--- config.mk ---
export PLATFORM = sky130hd
export DESIGN_NAME = tmr_bank
export DESIGN_NICKNAME = d
export VERILOG_FILES = /design/src/rtl/tmr_pkg.sv /design/src/rtl/tmr_prescaler.sv /design/src/rtl/tmr_downcount.sv /design/src/rtl/tmr_channel.sv /design/src/rtl/tmr_bank.sv
export SDC_FILE = /design/constraint.sdc
export NUM_CORES = 1
export LEC_CHECK = 0
export BUFFER_PORTS_ARGS = -buffer_cell sky130_fd_sc_hd__buf_4
export CAP_MARGIN = 20
export CORE_MARGIN = 2
export CORE_UTILIZATION = 60
export CTS_CLUSTER_DIAMETER = 50
export DETAILED_ROUTE_END_ITERATION = 6
export GPL_TIMING_DRIVEN = 0
export PLACE_DENSITY_LB_ADDON = 0.1
export SYNTH_ARGS = -nofsm -noshare
export SYNTH_HDL_FRONTEND = slang
export SYNTH_HIERARCHICAL = 1
export SYNTH_SLANG_ARGS = --single-unit
--- constraint.sdc ---
create_clock -name clk -period 4.8 [get_ports clk]
set_input_delay 0.72 -clock clk [delete_from_list [all_inputs] [get_ports clk]]
set_output_delay 0.72 -clock clk [all_outputs]
set_load 0.02 [all_outputs]
--- src/rtl/tmr_pkg.sv ---
package tmr_pkg;

   // field select inside a timer's four-word register group
   localparam logic [1:0] FLD_CTRL   = 2'd0;
   localparam logic [1:0] FLD_RELOAD = 2'd1;
   localparam logic [1:0] FLD_PRE    = 2'd2;
   localparam logic [1:0] FLD_COUNT  = 2'd3;

   // control word bit positions
   localparam int CTL_RUN = 0;
   localparam int CTL_PER = 1;
   localparam int CTL_IE  = 2;
   localparam int CTL_LVL = 4;
   localparam int LVL_W   = 3;

   typedef struct packed {
      logic [LVL_W-1:0] level;
      logic             ie;
      logic             per;
      logic             run;
   } tmr_ctrl_t;

endpackage

--- src/rtl/tmr_prescaler.sv ---
module tmr_prescaler #(
   parameter int PW = 5
) (
   input  logic          clk,
   input  logic          rst_n,
   input  logic          load,
   input  logic          en,
   input  logic [PW-1:0] div_rl,
   output logic          tc
);

   logic [PW-1:0] pre_q;

   always_ff @(posedge clk or negedge rst_n) begin
      if (!rst_n)
         pre_q <= '0;
      else if (load)
         pre_q <= div_rl;
      else if (en)
         pre_q <= (pre_q == '0) ? div_rl : pre_q - 1'b1;
   end

   assign tc = en && !load && (pre_q == '0);

endmodule

--- src/rtl/tmr_downcount.sv ---
module tmr_downcount #(
   parameter int CW = 8
) (
   input  logic          clk,
   input  logic          rst_n,
   input  logic          load,
   input  logic          step,
   input  logic          periodic,
   input  logic [CW-1:0] rl,
   output logic [CW-1:0] cnt,
   output logic          nonzero,
   output logic          expire
);

   localparam logic [CW-1:0] ONE = CW'(1);

   always_ff @(posedge clk or negedge rst_n) begin
      if (!rst_n)
         cnt <= '0;
      else if (load)
         cnt <= rl;
      else if (step)
         cnt <= (cnt == ONE && periodic) ? rl : cnt - 1'b1;
   end

   assign nonzero = (cnt != '0);
   assign expire  = step && (cnt == ONE);

endmodule

--- src/rtl/tmr_channel.sv ---
module tmr_channel
   import tmr_pkg::*;
#(
   parameter int DW = 32,
   parameter int CW = 24,
   parameter int PW = 5
) (
   input  logic                clk,
   input  logic                rst_n,
   input  logic                wr_ctrl,
   input  logic                wr_reload,
   input  logic                wr_pre,
   input  logic                kick,
   input  logic                clr_pend,
   input  logic [DW-1:0]       wdata,
   output logic [DW-1:0]       rd_ctrl,
   output logic [DW-1:0]       rd_reload,
   output logic [DW-1:0]       rd_pre,
   output logic [DW-1:0]       rd_count,
   output logic                pend,
   output logic                irq,
   output logic [LVL_W-1:0]    level,
   output logic                expire
);

   if (CW > DW || PW > DW || CW < 1 || PW < 1) begin : g_bad_width
      $error("tmr_channel: counter or prescaler width out of range");
   end

   tmr_ctrl_t     ctrl_q;
   logic [CW-1:0] reload_q;
   logic [PW-1:0] pre_rl_q;
   logic [CW-1:0] cnt;
   logic          nonzero;
   logic          load;
   logic          en;
   logic          tc;
   logic          unused_wdata_ok;

   assign unused_wdata_ok = ^wdata;

   // a control write only restarts the timer on a 0 -> 1 run transition
   assign load = (wr_ctrl && wdata[CTL_RUN] && !ctrl_q.run) || kick;
   assign en   = ctrl_q.run && nonzero;

   always_ff @(posedge clk or negedge rst_n) begin
      if (!rst_n) begin
         ctrl_q   <= '0;
         reload_q <= '0;
         pre_rl_q <= '0;
         pend     <= 1'b0;
      end else begin
         if (wr_ctrl) begin
            ctrl_q.run   <= wdata[CTL_RUN];
            ctrl_q.per   <= wdata[CTL_PER];
            ctrl_q.ie    <= wdata[CTL_IE];
            ctrl_q.level <= wdata[CTL_LVL +: LVL_W];
         end
         if (wr_reload) reload_q <= wdata[CW-1:0];
         if (wr_pre)    pre_rl_q <= wdata[PW-1:0];
         if (expire)
            pend <= 1'b1;
         else if (clr_pend)
            pend <= 1'b0;
      end
   end

   tmr_prescaler #(.PW(PW)) u_pre (
      .clk    (clk),
      .rst_n  (rst_n),
      .load   (load),
      .en     (en),
      .div_rl (pre_rl_q),
      .tc     (tc)
   );

   tmr_downcount #(.CW(CW)) u_cnt (
      .clk      (clk),
      .rst_n    (rst_n),
      .load     (load),
      .step     (tc),
      .periodic (ctrl_q.per),
      .rl       (reload_q),
      .cnt      (cnt),
      .nonzero  (nonzero),
      .expire   (expire)
   );

   assign level     = ctrl_q.level;
   assign irq       = pend && ctrl_q.ie && (ctrl_q.level != '0);
   assign rd_ctrl   = DW'({ctrl_q.level, 1'b0, ctrl_q.ie, ctrl_q.per, ctrl_q.run});
   assign rd_reload = DW'(reload_q);
   assign rd_pre    = DW'(pre_rl_q);
   assign rd_count  = DW'(cnt);

endmodule

--- src/rtl/tmr_bank.sv ---
module tmr_bank
   import tmr_pkg::*;
#(
   parameter int DW       = 32,
   parameter int AW       = 5,
   parameter int N_LONG   = 2,
   parameter int N_SHORT  = 3,
   parameter int LONG_W   = 24,
   parameter int LONG_PW  = 5,
   parameter int SHORT_W  = 8,
   parameter int SHORT_PW = 8,
   parameter int WD_W     = 16,
   parameter int WD_PW    = 8
) (
   input  logic                               clk,
   input  logic                               rst_n,
   input  logic                               bus_we,
   input  logic [AW-1:0]                      bus_addr,
   input  logic [DW-1:0]                      bus_wdata,
   output logic [DW-1:0]                      bus_rdata,
   output logic [N_LONG+N_SHORT:0]            irq_req,
   output logic [(N_LONG+N_SHORT+1)*LVL_W-1:0] irq_level,
   output logic                               sys_fail
);

   localparam int NUM_TMR = N_LONG + N_SHORT + 1;
   localparam int WD_IDX  = NUM_TMR - 1;
   localparam logic [AW-1:0] PEND_A = AW'(NUM_TMR * 4);
   localparam logic [AW-1:0] KICK_A = AW'(NUM_TMR * 4 + 1);
   localparam logic [AW-1:0] FAIL_A = AW'(NUM_TMR * 4 + 2);

   if (NUM_TMR * 4 + 3 > (1 << AW)) begin : g_bad_aw
      $error("tmr_bank: address width too small for timer count");
   end
   if (NUM_TMR > DW) begin : g_bad_dw
      $error("tmr_bank: data width narrower than pending vector");
   end
   if (N_LONG < 0 || N_SHORT < 0) begin : g_bad_cnt
      $error("tmr_bank: negative timer count");
   end

   logic [DW-1:0]      rd_ctrl   [NUM_TMR];
   logic [DW-1:0]      rd_reload [NUM_TMR];
   logic [DW-1:0]      rd_pre    [NUM_TMR];
   logic [DW-1:0]      rd_count  [NUM_TMR];
   logic [NUM_TMR-1:0] pend_vec;
   logic [NUM_TMR-1:0] exp_vec;
   logic               wd_expire;
   logic               fail_q;
   logic               kick_wr;
   logic               pend_wr;
   logic               fail_clr;

   assign kick_wr  = bus_we && (bus_addr == KICK_A);
   assign pend_wr  = bus_we && (bus_addr == PEND_A);
   assign fail_clr = bus_we && (bus_addr == FAIL_A) && bus_wdata[0];

   for (genvar i = 0; i < NUM_TMR; i++) begin : g_tmr
      localparam int CW = (i < N_LONG) ? LONG_W :
                          (i < N_LONG + N_SHORT) ? SHORT_W : WD_W;
      localparam int PW = (i < N_LONG) ? LONG_PW :
                          (i < N_LONG + N_SHORT) ? SHORT_PW : WD_PW;
      localparam logic [AW-3:0] IDX = (AW-2)'(i);

      logic grp_wr;
      assign grp_wr = bus_we && (bus_addr[AW-1:2] == IDX);

      tmr_channel #(.DW(DW), .CW(CW), .PW(PW)) u_ch (
         .clk       (clk),
         .rst_n     (rst_n),
         .wr_ctrl   (grp_wr && bus_addr[1:0] == FLD_CTRL),
         .wr_reload (grp_wr && bus_addr[1:0] == FLD_RELOAD),
         .wr_pre    (grp_wr && bus_addr[1:0] == FLD_PRE),
         .kick      (kick_wr && (i == WD_IDX)),
         .clr_pend  (pend_wr && bus_wdata[i]),
         .wdata     (bus_wdata),
         .rd_ctrl   (rd_ctrl[i]),
         .rd_reload (rd_reload[i]),
         .rd_pre    (rd_pre[i]),
         .rd_count  (rd_count[i]),
         .pend      (pend_vec[i]),
         .irq       (irq_req[i]),
         .level     (irq_level[i*LVL_W +: LVL_W]),
         .expire    (exp_vec[i])
      );
   end

   assign wd_expire = exp_vec[WD_IDX];

   logic unused_exp_ok;
   assign unused_exp_ok = ^exp_vec;

   // expiry beats a same-cycle clear so a failure is never lost
   always_ff @(posedge clk or negedge rst_n) begin
      if (!rst_n)
         fail_q <= 1'b0;
      else if (wd_expire)
         fail_q <= 1'b1;
      else if (fail_clr)
         fail_q <= 1'b0;
   end

   assign sys_fail = fail_q;

   always_comb begin
      bus_rdata = '0;
      for (int i = 0; i < NUM_TMR; i++) begin
         if (bus_addr[AW-1:2] == (AW-2)'(i)) begin
            case (bus_addr[1:0])
               FLD_CTRL:   bus_rdata = rd_ctrl[i];
               FLD_RELOAD: bus_rdata = rd_reload[i];
               FLD_PRE:    bus_rdata = rd_pre[i];
               default:    bus_rdata = rd_count[i];
            endcase
         end
      end
      if (bus_addr == PEND_A) bus_rdata = DW'(pend_vec);
      if (bus_addr == FAIL_A) bus_rdata = DW'(fail_q);
   end

endmodule

==> run_results.csv <==
group,metric,value,unit
power,combinationalPowerShare,35.4,%
global_routing,grt_max_degree,119,
place,port_buffers,84,
power,p_clk_share,27.0,%
yosys,synthTopCellsByArea,"dfrtp_1 (29%), mux4_2 (16%), buf_4 (16%)",
routing,first_pass_iters,5,
yosys,syn_avg_cell_area,10.5,µm²
layout,drive_above_1_share,37.4,%
setup_path,path_max_fanout,10,
setup_path,worstReg2RegStart,"g_tmr[5].u_ch/u_cnt/cnt[0]",
routing,drc,0,
layout,finalCoreUtilization,71.8,%
global_routing,grt_pass1_wl,121,mm
routing,wl,79.2,mm
clocking,cts_made_buffers,41,
sta,setup_viol,0,
setup_path,worstSetupStartpointType,"primary input",
setup_path,critPathBufInv,7,
sta,rsz0062_at_grt,"false",
yosys,synth-seq-cells,303,
setup_path,cp.arrival,5.04,ns
setup_path,crit_family,"buffers and inverters",
power,p_sw_share,37.1,%
setup_path,worstSetupPathDepth,17,
routing,drt_iter0_markers,1957,
routing,via_per_inst,5.66,
sta,slew_headroom,23.9,%
routing,wl_per_cell,21.1,µm
clocking,post_cts_buffers,0,
layout,num_antenna_cells,0,
yosys,ys_seq_area_share,28.8,%
power,p_leak,14.6,nW
die,fp.dieArea,45600,µm²
yosys,synth_area,26300,µm²
place,gp_congestion,0.967,
layout,area_growth,17.7,%
clocking,clk_pin_slew_worst_paths,0.06,ns
clocking,cts_root_buf,"clkbuf_16",
place,hpwl,59.7,mm
global_routing,overflow,0,
die,io_pins,97,
die,design.core.area,43200,µm²
yosys,yosys.area.top_type,"dfrtp_1",
yosys,synth_top_area_share,28.8,%
sta,timing.hold.ws,0.148,ns
global_routing,antenna_found_initial,2,
yosys,synthFlopType,"dfrtp_1",
layout,multiInputGateArea,15600,µm²
yosys,ys_warn_count,6,
yosys,synth_cell_types,90,
clocking,clk_latency,0.58,ns
setup_path,worstReg2RegEnd,"g_tmr[5].u_ch/u_cnt/cnt[11]",
layout,fillCellCount,3391,
sta,tightest_slew,1.13,ns
status,status,"completed",
setup_path,crit_chain,"buf_2 -> nor2b_1 -> nand2_1 -> clkbuf_1 -> nor2_1 -> buf_2 -> nand2_1 -> o21bai_4 -> clkbuf_1 -> inv_1 -> and4_2 -> clkdlybuf4s50_2 -> inv_1 -> nor2_1 -> a21oi_2 -> nor2_1 -> nor4_1",
global_routing,first_global_vias,20700,
yosys,synth_edf_count,0,
clocking,clkSinkCount,303,
yosys,synth_cells,2507,
layout,seq_area,7580,µm²
global_routing,grt_use_total,35.5,%
power,vdd_drop_max,0.000399,V
power,p_sw,4.05,mW
worst_hold_path,hold_path.class,"in2async",
power,intPower,6.85,mW
setup_path,worstPathRequired,5.26,ns
clocking,htreeDepth,2,
power,power_frac_seq,37.6,%
setup_path,r2r_cells,15,
clocking,cts_tree,"yes",
setup_path,crit_end,"g_tmr[5].u_ch/u_cnt/cnt[11]",
die,rows,76,
sta,fin_crit_sh,95.3,%
sta,finalHoldViolCount,0,
sta,fmax,218,MHz
routing,ant_nets,0,
setup_path,rrSetupSlack,0.27,ns
yosys,synth_most_common_cell,"buf_4",
yosys,yosys-top-cells-count,"buf_4 (553), dfrtp_1 (303), mux4_2 (192)",
die,die_w,214,µm
sta,skew,0.0169,ns
routing,vias,21300,
sta,drv_slew,0,
sta,period_needed,4.58,ns
setup_path,critPathKind,"in2reg",
setup_path,cp-end-kind,"flip-flop",
flow_run,max_cap_viol_count,0,
clocking,ctsHoldBuffers,0,
layout,finalNetCount,3215,
power,power.density,352,nW/µm²
setup_path,worst_path_most_repeated_cell,"nor2_1",
die,die_y,214,µm
setup_path,cp_slowest_stage_delay,0.59,ns
yosys,async_reset_ff_share,100,%
die,start_util,61.0,%
clocking,clock_path_buffers,3,
setup_path,cp-startpoint,"bus_addr[3]",
setup_path,slowest_stage,"clkdlybuf4s50_2",
[flip-flops by register name, indices dropped and copies added (netlist names)]
signal,cells
g_tmr.u_ch/reload_q,88
g_tmr.u_ch/u_cnt/cnt,88
sys_fail,1
g_tmr.u_ch/level,18
g_tmr.u_ch/u_pre/pre_q,42
g_tmr.u_ch/pre_rl_q,42
g_tmr.u_ch/pend,6
g_tmr.u_ch/rd_ctrl,18
[logic make-up (layout without fill, tap and decap cells)]
kind of cell,after synthesis,count (layout),synth area share [%]
flip-flops,303,303,28.8
adder cells (fa/ha/maj),27,27,1.28
AND/OR/NAND/NOR,583,583,11.8
buffers and inverters,740,897,19.4
XOR/XNOR,2,2,0.0665
other,7,519,0.0998
AO/OA/AOI/OAI,479,479,13.2
multiplexers,366,366,25.4
[how the worst min path moves through the flow]
stage / to / cells after the start / start / slack [ns]
floorplan: g_tmr[0].u_ch/level[0] / 0 / rst_n / 0.42
global placement: g_tmr[5].u_ch/u_pre/pre_q[0] / 1 / g_tmr[5].u_ch/u_pre/pre_q[0] / 0.49
detailed placement: g_tmr[5].u_ch/u_pre/pre_q[0] / 1 / g_tmr[5].u_ch/u_pre/pre_q[0] / 0.50
CTS: g_tmr[4].u_ch/u_pre/pre_q[7] / 1 / rst_n / 0.19
global route: g_tmr[4].u_ch/u_pre/pre_q[4] / 1 / rst_n / 0.22
finish: g_tmr[4].u_ch/u_pre/pre_q[4] / 1 / rst_n / 0.15
[metal layers]
metal / routed length [µm] / GRT usage [%]
met2: 37100 / 57.2
met4: 4630 / 18.6
met5: 21 / 0
met1: 31900 / 46.0
met3: 5630 / 6.41
[metrics by stage]
stage | setup TNS, ns | setup WS (ns) | instance area, µm² | total power, mW | cells
3_5_place_dp | -9.39 | -0.870 | 29700 | 7.85 | 3690
3_3_place_gp | -9.68 | -0.859 | 29600 | 7.69 | 3688
4_1_cts | 0 | 0.184 | 31000 | 10.8 | 3761
2_1_floorplan | 0 | 0.687 | 28300 | 6.69 | 3019
5_1_grt | 0 | 0.0217 | 31000 | 11.5 | 3761
6_report | 0 | 0.223 | 31000 | 10.9 | 3761
[power groups by stage]
| stage | Sequential, mW | Clock (mW) | Combinational, mW |
|---|---|---|---|
| after floorplan | 3.81 | 0 | 2.89 |
| after global placement | 4.05 | 0 | 3.65 |
| after detailed placement | 4.09 | 0 | 3.75 |
| after CTS | 4.06 | 2.97 | 3.78 |
| after global routing | 4.18 | 3.09 | 4.19 |
| final | 4.10 | 2.94 | 3.86 |
[repair_timing]
item,in CTS,in global routing
hold endpoints to repair,0,0
gates resized for setup,2,2
pin swaps,0,0
setup endpoints to repair,7,2
[worst register-to-register path, stage by stage (launching register included)]
cell             delay [ns]
dfrtp_1                0.46
inv_1                  0.11
ha_1                   0.20
nor3b_2                0.30
nand2_1                0.22
or4_1                  0.58
and2_1                 0.21
clkbuf_1               0.18
clkbuf_1               0.24
and4_2                 0.29
clkdlybuf4s50_2        0.59
inv_1                  0.20
nor2_1                 0.14
a21oi_2                0.40
nor2_1                 0.10
nor4_1                 0.20
[area by class of cell]
class                      instances  area share [%]
multi-input combinational       1976            50.3
sequential                       303            24.5
buffer                           669            15.6
clock buffer                      50            3.55
tap                              585            2.36
timing repair buffer              86            2.24
inverter                          71           0.860
clock inverter                    21           0.626
[cells in the final DEF (no fill, tap or decap), drive strengths merged, types with 14 or more instances in the layout]
cell type,instances
o22ai,14
and2,24
nand2,144
clkinv,14
nor4,26
nor3,40
o21ai,62
nor3b,14
a21oi,83
a31o,14
nand3,60
buf,691
ha,27
o2bb2ai,14
mux4,192
nor2,151
inv,73
or3,25
conb,519
a31oi,44
nand4,21
o211ai,27
clkbuf,113
mux2,168
o311ai,17
a22oi,67
o22a,17
dfrtp,303
Note: power is estimated with default switching activity, not from simulation.
